==> src/rtl/conv_ctrl_pkg.sv <==
package conv_ctrl_pkg;

  typedef enum logic [1:0] {
    PH_CAL  = 2'd0,
    PH_IDLE = 2'd1,
    PH_ACQ  = 2'd2,
    PH_CONV = 2'd3
  } phase_t;

  // status word bit positions
  localparam int ST_BUSY  = 0;
  localparam int ST_START = 1;
  localparam int ST_TWO_W = 2;
  localparam int ST_BAD   = 3;
  localparam int ST_CHAN  = 4;

  // length in cycles of a timed phase (idle has none)
  function automatic int phase_len(phase_t ph, int cal, int acq, int conv);
    case (ph)
      PH_CAL:  return cal;
      PH_ACQ:  return acq;
      PH_CONV: return conv;
      default: return 1;
    endcase
  endfunction

  // total busy time of one conversion
  function automatic int conv_busy_len(int acq, int conv);
    return acq + conv;
  endfunction

  function automatic int max3(int a, int b, int c);
    int m;
    m = (a > b) ? a : b;
    return (m > c) ? m : c;
  endfunction

endpackage

==> src/rtl/conv_ctrl_seq.sv <==
module conv_ctrl_seq
  import conv_ctrl_pkg::*;
#(
  parameter int CAL_CYCLES  = 64,
  parameter int ACQ_CYCLES  = 2,
  parameter int CONV_CYCLES = 18
) (
  input  logic clk,
  input  logic rst_n,
  input  logic start_req,
  output logic launch,
  output logic busy,
  output logic busy_fall,
  output logic done
);
  localparam int MAX_LEN = max3(CAL_CYCLES, ACQ_CYCLES, CONV_CYCLES);
  localparam int CNT_W   = $clog2(MAX_LEN + 1);

  phase_t           phase_q;
  logic [CNT_W-1:0] cnt_q;
  logic             last_cyc;

  assign last_cyc  = (cnt_q == CNT_W'(phase_len(phase_q, CAL_CYCLES, ACQ_CYCLES, CONV_CYCLES) - 1));
  assign busy      = (phase_q != PH_IDLE);
  assign launch    = (phase_q == PH_IDLE) && start_req;
  assign busy_fall = last_cyc && ((phase_q == PH_CONV) || (phase_q == PH_CAL));

  always_ff @(posedge clk or negedge rst_n) begin
    if (!rst_n) begin
      phase_q <= PH_CAL;
      cnt_q   <= '0;
      done    <= 1'b0;
    end else begin
      done <= 1'b0;
      if (phase_q == PH_IDLE) begin
        if (start_req) begin
          phase_q <= PH_ACQ;
          cnt_q   <= '0;
        end
      end else if (last_cyc) begin
        cnt_q <= '0;
        case (phase_q)
          PH_CAL:  phase_q <= PH_IDLE;
          PH_ACQ:  phase_q <= PH_CONV;
          default: begin
            phase_q <= PH_IDLE;
            done    <= 1'b1;
          end
        endcase
      end else begin
        cnt_q <= cnt_q + 1'b1;
      end
    end
  end

  AST_CNT_IN_PHASE: assert property (@(posedge clk) disable iff (!rst_n)
    busy |-> (int'(cnt_q) < phase_len(phase_q, CAL_CYCLES, ACQ_CYCLES, CONV_CYCLES)));
  AST_LAUNCH_BUSY: assert property (@(posedge clk) disable iff (!rst_n)
    launch |=> busy);
  AST_DONE_AT_FALL: assert property (@(posedge clk) disable iff (!rst_n)
    done |-> (!busy && $past(busy)));
  AST_DONE_SINGLE: assert property (@(posedge clk) disable iff (!rst_n)
    done |=> !done);
endmodule

==> src/rtl/conv_ctrl_regs.sv <==
module conv_ctrl_regs #(
  parameter int CH_W = 3
) (
  input  logic            clk,
  input  logic            rst_n,
  input  logic            wr_en,
  input  logic [CH_W-1:0] wr_chan,
  input  logic            wr_start,
  input  logic            wr_two_wire,
  input  logic            busy,
  input  logic            launch,
  input  logic            busy_fall,
  output logic [CH_W-1:0] chan,
  output logic            two_wire,
  output logic            start_bit,
  output logic            bad
);
  logic wr_ok;
  logic chan_moves;

  assign wr_ok      = wr_en && !busy;
  assign chan_moves = wr_ok && (wr_chan != chan);

  always_ff @(posedge clk or negedge rst_n) begin
    if (!rst_n) begin
      chan      <= '0;
      two_wire  <= 1'b0;
      start_bit <= 1'b0;
      bad       <= 1'b0;
    end else begin
      if (wr_ok) begin
        chan     <= wr_chan;
        two_wire <= wr_two_wire;
      end
      if (busy_fall)
        start_bit <= 1'b0;
      else if (wr_ok && wr_start)
        start_bit <= 1'b1;
      if (launch)
        bad <= chan_moves;
    end
  end

  AST_FROZEN_WHILE_BUSY: assert property (@(posedge clk) disable iff (!rst_n)
    busy |=> ($stable(chan) && $stable(two_wire)));
  AST_START_SELF_CLEAR: assert property (@(posedge clk) disable iff (!rst_n)
    busy_fall |=> !start_bit);
  AST_START_ARM_IDLE: assert property (@(posedge clk) disable iff (!rst_n)
    $rose(start_bit) |-> $past(!busy));
  AST_BAD_ONLY_ON_LAUNCH: assert property (@(posedge clk) disable iff (!rst_n)
    (!launch) |=> $stable(bad));
endmodule

==> src/rtl/conv_ctrl_top.sv <==
module conv_ctrl_top
  import conv_ctrl_pkg::*;
#(
  parameter int CH_W        = 3,
  parameter int CAL_CYCLES  = 64,
  parameter int ACQ_CYCLES  = 2,
  parameter int CONV_CYCLES = 18
) (
  input  logic            clk,
  input  logic            rst_n,
  input  logic            wr_en,
  input  logic [CH_W-1:0] wr_chan,
  input  logic            wr_start,
  input  logic            wr_two_wire,
  input  logic            hw_start,
  output logic            busy_o,
  output logic [CH_W+3:0] status_o,
  output logic            done_o,
  output logic            done_bad_o,
  output logic [CH_W-1:0] chan_o
);
  logic start_req, launch, busy, busy_fall, done;
  logic two_wire, start_bit, bad;
  logic [CH_W-1:0] chan;

  assign start_req = (wr_en && wr_start) || hw_start;

  conv_ctrl_seq #(
    .CAL_CYCLES (CAL_CYCLES),
    .ACQ_CYCLES (ACQ_CYCLES),
    .CONV_CYCLES(CONV_CYCLES)
  ) seq_i (
    .clk      (clk),
    .rst_n    (rst_n),
    .start_req(start_req),
    .launch   (launch),
    .busy     (busy),
    .busy_fall(busy_fall),
    .done     (done)
  );

  conv_ctrl_regs #(.CH_W(CH_W)) regs_i (
    .clk        (clk),
    .rst_n      (rst_n),
    .wr_en      (wr_en),
    .wr_chan    (wr_chan),
    .wr_start   (wr_start),
    .wr_two_wire(wr_two_wire),
    .busy       (busy),
    .launch     (launch),
    .busy_fall  (busy_fall),
    .chan       (chan),
    .two_wire   (two_wire),
    .start_bit  (start_bit),
    .bad        (bad)
  );

  always_comb begin
    status_o                      = '0;
    status_o[ST_BUSY]             = busy;
    status_o[ST_START]            = start_bit;
    status_o[ST_TWO_W]            = two_wire;
    status_o[ST_BAD]              = bad;
    status_o[ST_CHAN +: CH_W]     = chan;
  end

  assign busy_o     = busy;
  assign done_o     = done;
  assign done_bad_o = done && bad;
  assign chan_o     = chan;

  AST_DONE_BAD_WITH_DONE: assert property (@(posedge clk) disable iff (!rst_n)
    done_bad_o |-> (done_o && status_o[ST_BAD]));
endmodule

==> config.mk <==
export PLATFORM = sky130hd
export DESIGN_NAME = conv_ctrl_top
export DESIGN_NICKNAME = d
export VERILOG_FILES = /design/src/rtl/conv_ctrl_pkg.sv /design/src/rtl/conv_ctrl_seq.sv /design/src/rtl/conv_ctrl_regs.sv /design/src/rtl/conv_ctrl_top.sv
export SDC_FILE = /design/constraint.sdc
export NUM_CORES = 1
export LEC_CHECK = 0
export BUFFER_PORTS_ARGS = -buffer_cell sky130_fd_sc_hd__buf_2
export CORE_MARGIN = 4
export CORE_UTILIZATION = 45
export DETAILED_ROUTE_END_ITERATION = 10
export GPL_TIMING_DRIVEN = 0
export PLACE_DENSITY = 0.77
export SLEW_MARGIN = 10
export SYNTH_ARGS = -nofsm -noshare
export SYNTH_HDL_FRONTEND = slang
export SYNTH_SLANG_ARGS = --single-unit
==> constraint.sdc <==
create_clock -name clk -period 5.8 [get_ports clk]
set_input_delay 1.74 -clock clk [delete_from_list [all_inputs] [get_ports clk]]
set_output_delay 1.74 -clock clk [all_outputs]
set_load 0.01 [all_outputs]
==> results of run 1 <==
==> flip-flops by register name, summed over array words and instances, names as in the netlist <==
signal,flops
regs_i.chan,3
regs_i.start_bit,1
seq_i.cnt_q,7
regs_i.two_wire,1
seq_i.done,1
seq_i.phase_q,2
regs_i.bad,1
==> kinds of logic after synthesis <==
kind of cell	synth area share (%)
buffers and inverters	7.853
AO/OA/AOI/OAI	16.10
flip-flops	41.88
adder cells (fa/ha/maj)	7.853
multiplexers	7.068
AND/OR/NAND/NOR	11.91
XOR/XNOR	7.329
==> power by group <==
group / switching (W) / internal (W) / leakage [nW]
clock: 0.0000378 / 0.0000382 / 0.0210
sequential: 0.0000516 / 0.000159 / 0.198
combinational: 0.000141 / 0.000162 / 0.339
==> worst max-delay path, delay by kind of cell (launching register included) <==
| family | cells | cell delay [ns] |
|---|---|---|
| buffers and inverters | 4 | 0.59 |
| flip-flops | 1 | 0.43 |
| adder cells (fa/ha/maj) | 1 | 0.30 |
==> per-layer routing <==
layer	part of all wire (%)	GRT usage, %	vias to the layer above
li1	-	-	375
met1	44	19.15	357
met2	51	25.81	19
met3	4.4	3.324	0
met4	0	4.979	0
met5	0	0	-
==> final cells by class <==
| cell class | count | area, um2 |
|---|---|---|
| fill | 174 | 850.8 |
| multi-input combinational | 65 | 480.5 |
| sequential | 16 | 400.4 |
| timing repair buffer | 21 | 105.1 |
| buffer | 8 | 63.81 |
| clock buffer | 4 | 36.28 |
| tap | 27 | 33.78 |
| inverter | 3 | 11.26 |
==> cells in the mapped netlist, drive strengths merged <==
library cell	instances	share of area, %
inv	3	1.2
and2	2	1.3
o41a	1	1.2
nand2	8	3.1
or4	1	0.79
xnor2	4	3.7
o22a	2	1.8
dfrtp	16	42
ha	6	7.9
or2b	1	0.79
a41oi	1	0.92
nor2	3	1.2
a21o	2	1.6
nand3	3	1.6
nand2b	2	1.3
buf	8	6.7
a22o	3	3.0
mux2	6	7.1
xor2	4	3.7
o21ai	3	1.6
and3	1	0.65
nor4	1	0.65
nor3	1	0.52
a31oi	4	2.6
a21oi	5	2.6
o31ai	1	0.79
==> per-stage QoR <==
stage	std cells	utilization [%]
final	144	57.07
after global routing	144	57.07
after CTS	144	57.07
after detailed placement	140	55.24
after global placement	140	55.24
after floorplan	92	-
==> cells in the final DEF, fill, tap and decap left out, types with 2 or more instances in the layout <==
master	n
clkbuf_4	3
nand2b_1	2
ha_1	6
a21oi_1	5
mux2_2	6
dfrtp_1	16
inv_1	3
o21ai_0	3
nor2_1	3
buf_2	21
and2_1	2
nand3_1	3
a21o_1	2
o22a_1	2
xnor2_1	4
nand2_1	8
buf_4	7
a31oi_1	4
xor2_1	4
a22o_2	2
==> how the worst max path moves through the flow <==
stage / from / cells past startpoint / end
after floorplan: seq_i.phase_q[1]$_DFFE_PN0P_ / 4 / status_o[0]
after global placement: seq_i.phase_q[1]$_DFFE_PN0P_ / 5 / status_o[0]
after detailed placement: seq_i.phase_q[1]$_DFFE_PN0P_ / 5 / status_o[0]
after CTS: seq_i.phase_q[1]$_DFFE_PN0P_ / 5 / status_o[0]
after global routing: seq_i.phase_q[1]$_DFFE_PN0P_ / 5 / status_o[0]
final: seq_i.phase_q[1]$_DFFE_PN0P_ / 5 / status_o[0]
==> summary.md, run 1 <==
| Metric | Value |
|---|---|
| WHS Path Cells | 1 |
| Area Overhead vs Synth | 18.32% |
| Initial DRC count | 17 |
| Post-Syn Nets | 107 |
| Fin. max-slew vios | 0 |
| FP Rows | 16 |
| Hold slack | just over 0.5 ns |
| FF-to-FF Start | seq_i.phase_q[1]$_DFFE_PN0P_ |
| Max Fclk | 298.7 MHz |
| Critical-path top delay cell | dfrtp_1 |
| Clock Sink Count | 16 |
| Pre-CTS WS | roughly 2.8 ns |
| Max-Cap Viols | 0 |
| Gr ovfl total | 0 |
| CTS H-tree lvls | 1 |
| Routed vias | approximately 750 |
| Maximum vdd ir drop | 0.2696 mV |
| CTS Hold Bufs | 0 |
| Num CTS Buffers | 3 |
| Cell Chain, Critical Path | inv_1 -> ha_1 -> inv_1 -> buf_4 -> buf_2 |
| Initial Util | a little under 50% |
| Share of the clock period used by the worst path | between 50 and 60% |
| Reg2Reg Depth | 8 |
| Die W | between 50 and 60 um |
| Synth warn | 0 |
| Worst-path fanout max | 7 |
| Crit-path most repeated cell | inv_1 |
| Die height | around 54 um |
| Worst-margin pin slew | between 0.3 and 0.4 ns |
| Worst R2R End | seq_i.cnt_q[3]$_DFFE_PN0P_ |
| Startpoint types | flip-flop |
| Post-route cell area | approximately 1100 um2 |
| Ports | 22 |
| Power density cells | roughly 520 nW/um2 |
| Drt wl/cell | 12.87 um |
| Yosys reg bits | 16 |
| Drt via density | between 5 and 6 |
| RSZ-0062 raised after global routing | false |
| CTS tree | built |
| Core Region | between 1500 and 2000 um2 |
| Number of global-route vias before repair | 755 |
| Total Routed Length | 1853 um |
| Status | completed |
| First-pass GRT wire length | about 3200 um |
| Clk_lat worst skew | a little under 0.3 ns |
| Sum Neg Setup Slack | 0 ns |
| Post-cts sizing count | 0 |
| Antenna violations before repair | 0 |
| GPL Wtd Cong | 0.7855 |
| CP max stage delay | 0.43 ns |
| Fin nets | 133 |
| Post-synth cell types | 28 |
| Clock transition at path regs | approximately 0.10 ns |
| Clk_skew | 0.003646 ns |
| DRC viols | 0 |
| Die area | approximately 2900 um2 |
| Worst EP required | between 4 and 5 ns |
| Tightest Hold Check Type | flip-flop to flip-flop |
| Post-CTS setup buffers | 0 |
| GRT Overall Usage | 15.25% |
| Post-DP Area | between 1000 and 1500 um2 |
| Pwr Total | about 0.00059 W |
| Min-Delay Endpoint | regs_i.start_bit$_DFFE_PN0P_ |
| Critical Path End Type | primary output |
| Worst Hold Launch | regs_i.start_bit$_DFFE_PN0P_ |
| Post-Syn Area | around 960 um2 |
| Post-DP HPWL | 1394 um |
| Final count of hold timing violations | 0 |
| P_leak | 0.5576 nW |
| Clock Tree Buf Depth | 2 |
| ANT nets after route | 0 |
| R2R Setup Slk | about 3.3 ns |
| Crit Path Class | flip-flop to primary output |
| Synth Instances | approximately 90 |
| Relative slew slack | around three quarters |
| Layout cells sized above 1 | 35.04% |
| Clock Tree Root | clkbuf_4 |
| Largest net degree at the start of global routing | 17 |
| Worst endpoint data arrival time | between 1.5 and 2 ns |
| Post-synthesis average cell area | 10.39 um2 |
| Fin crit period | 3.347 ns |
| Final setup violation count | 0 |
| Seq/Total Area, Yosys | a little over two fifths |
| DRT Pass-1 Iters | 4 |
| Port bufs | 21 |
| Inserted Diodes | 0 |
| Worst Slack Setup Final | between 2 and 2.5 ns |
Power figures use the tool's default switching activity.
==> inputs of run 2 (changes only) <==
--- a/config.mk
+++ b/config.mk
@@ -10,7 +10,7 @@
 export CORE_UTILIZATION = 45
 export DETAILED_ROUTE_END_ITERATION = 10
 export GPL_TIMING_DRIVEN = 0
-export PLACE_DENSITY = 0.77
+export PLACE_DENSITY = 0.79
 export SLEW_MARGIN = 10
 export SYNTH_ARGS = -nofsm -noshare
 export SYNTH_HDL_FRONTEND = slang
==> constraint.sdc (replaced) <==
create_clock -name clk -period 2.89 [get_ports clk]
set_input_delay 0.867 -clock clk [delete_from_list [all_inputs] [get_ports clk]]
set_output_delay 0.867 -clock clk [all_outputs]
set_load 0.01 [all_outputs]
==> run 2 against run 1 <==
  * Core utilization is 0.69 points lower
  * Sequential cell count stayed put
  * Register-to-register slack worse by 2.9 ns
  * Highest routed layer is now met4
  * Critical path type is now flip-flop to flip-flop
  * Critical endpoint is now seq_i.cnt_q[3]$_DFFE_PN0P_
==> summary.md, run 2 (synthesis results as in run 1) <==
| Metric | Value |
|---|---|
| Max Fclk | 397.2 MHz |
| Initial Util | 48.23% (unchanged) |
| Tightest Hold Check Type | input port to async pin |
| Total Routed Length | 1789 um (-3.5%) |
| Maximum vdd ir drop | 0.5352 mV (+99%) |
| Core Region | 1982 um2 (unchanged) |
| Clk_skew | 0.009337 ns (+0.005692 ns) |
| Worst-path fanout max | 10 (+3) |
| FP Rows | 16 (unchanged) |
| Die height | 54.09 um (unchanged) |
| DRT Pass-1 Iters | 4 (unchanged) |
| CTS H-tree lvls | 1 (unchanged) |
| Largest net degree at the start of global routing | 17 (unchanged) |
| Number of global-route vias before repair | 684 (-9.4%) |
| Final count of hold timing violations | 0 (unchanged) |
| Clock Tree Root | clkbuf_4 |
| Power density cells | 1016 nW/um2 (+95%) |
| Most common cell after layout, fill and taps aside | buf_2 |
| Routed vias | 732 (-2.5%) |
| RSZ-0062 raised after global routing | false |
| ANT nets after route | 0 (unchanged) |
| Finished Core Util | 56.38% (-0.69 points) |
| Largest Register | seq_i.cnt_q |
| Gr ovfl total | 0 (unchanged) |
| Startpoint types | flip-flop |
| Drt via density | 5.119 (-1.8%) |
| Status | completed |
| DRC viols | 0 (unchanged) |
| Post-cts sizing count | 0 (unchanged) |
| Share of the clock period used by the worst path | between 80% and 90% |
| Sum Neg Setup Slack | 0 ns (unchanged) |
| Fin crit period | between 2 and 3 ns |
| Ports | 22 (unchanged) |
| P_leak | 0.5504 nW (-1.3%) |
| Num CTS Buffers | 3 (unchanged) |
| Most frequent cells in the layout | buf_2, dfrtp_1, nand2_1, buf_4 |
| Initial DRC count | 11 (-6) |
| Fin nets | 133 (unchanged) |
| CTS tree | built |
| Area Overhead vs Synth | 16.88% |
| GPL Wtd Cong | 0.7922 (+0.85%) |
| Worst endpoint data arrival time | 2.69 ns (+1.08 ns) |
| Post-DP HPWL | 1379 um (-1.0%) |
| Largest register FFs | 7 (unchanged) |
| Clk_lat worst skew | 0.28 ns (about the same) |
| Die W | 54.09 um (unchanged) |
| Relative slew slack | 75.76% (+0.34 points) |
| Clock Tree Buf Depth | 2 (unchanged) |
| Crit Path Class | flip-flop to flip-flop |
| Inserted Diodes | 0 (unchanged) |
| Critical Path End Type | flip-flop |
| Worst-margin pin slew | 0.3636 ns (-0.005161 ns) |
| Clock transition at path regs | 0.09 ns (about the same) |
| Final setup violation count | 0 (unchanged) |
| Port bufs | 21 (unchanged) |
| Clock Sink Count | 16 (unchanged) |
| CTS Hold Bufs | 0 (unchanged) |
| Drt wl/cell | 12.51 um (-2.8%) |
| GRT Overall Usage | 14.86% (-0.39 points) |
| Fin. max-slew vios | 0 (unchanged) |
| Die area | 2926 um2 (unchanged) |
| First-pass GRT wire length | 3105 um (-3.8%) |
| Layout cells sized above 1 | 34.48% (-0.56 points) |
| Max-Cap Viols | 0 (unchanged) |
| R2R Setup Slk | 0.37 ns (-2.88 ns) |
| Post-CTS setup buffers | 0 (unchanged) |
| Largest registers | seq_i.cnt_q: 7 flops, regs_i.chan: 3 flops, seq_i.phase_q: 2 flops |
| Worst EP required | 3.06 ns (-1.00 ns) |
| Antenna violations before repair | 0 (unchanged) |
-- run 2: cell count changes in the layout (fill, tap and decap cells not counted) --
cell | previous run | this run
clkbuf_8 | 1 | 0
-- run 2: cell type report --
class / instances / area (um2)
fill: 178 / 864.6
sequential: 16 / 400.4
inverter: 3 / 11.26
buffer: 8 / 63.81
multi-input combinational: 65 / 480.5
tap: 27 / 33.78
timing repair buffer: 21 / 105.1
clock buffer: 3 / 22.52
-- run 2: through the flow --
step	area (um2)	setup slack (ns)	power (W)	hold slack (ns)	cells
2_1_floorplan	955.9	0.5140	0.0008687	0.4613	92
5_1_grt	1117	0.2905	0.001242	0.4983	143
4_1_cts	1117	0.3696	0.001152	0.4759	143
3_3_place_gp	1095	0.4208	0.001005	0.4781	140
3_5_place_dp	1095	0.3948	0.001028	0.4814	140
6_report	1117	0.3726	0.001135	0.4819	143
-- run 2: layer usage --
layer | global-route usage, % | up-vias | routed length [um]
li1 | - | 373 | -
met1 | 17.97 | 340 | 820
met2 | 25.20 | 17 | 882
met3 | 2.493 | 2 | 78
met4 | 7.469 | 0 | 7
met5 | 0 | - | 0
-- run 2: worst paths after layout --
| check | cells past startpoint | to | from |
|---|---|---|---|
| worst min register to register | 1 | regs_i.start_bit$_DFFE_PN0P_ | regs_i.start_bit$_DFFE_PN0P_ |
| worst min-delay path | 1 | seq_i.phase_q[0]$_DFFE_PN0P_ | rst_n |
| worst max-delay path | 8 | seq_i.cnt_q[3]$_DFFE_PN0P_ | seq_i.phase_q[1]$_DFFE_PN0P_ |
| max in group asynchronous | 1 | regs_i.two_wire$_DFFE_PN0P_ | rst_n |
| worst max register to register | 8 | seq_i.cnt_q[3]$_DFFE_PN0P_ | seq_i.phase_q[1]$_DFFE_PN0P_ |
| min in group clk | 1 | regs_i.start_bit$_DFFE_PN0P_ | regs_i.start_bit$_DFFE_PN0P_ |
-- run 2: power by group --
group / total (W) / leakage, nW / switching, W / internal (W)
registers: 0.000424 / 0.198 / 0.000105 / 0.000319
clock network: 0.000115 / 0.0138 / 0.0000664 / 0.0000483
logic: 0.000597 / 0.339 / 0.000273 / 0.000324
total: 0.00114 / 0.550 / 0.000444 / 0.000691
-- run 2: critical path: stages (launching register included) --
cell and delay [ns]:
dfrtp_1 0.41, inv_1 0.12, ha_1 0.25, or4_1 0.52, o22a_1 0.21, o41a_1 0.43, buf_6 0.15, a21o_1 0.15
a22o_1 0.17
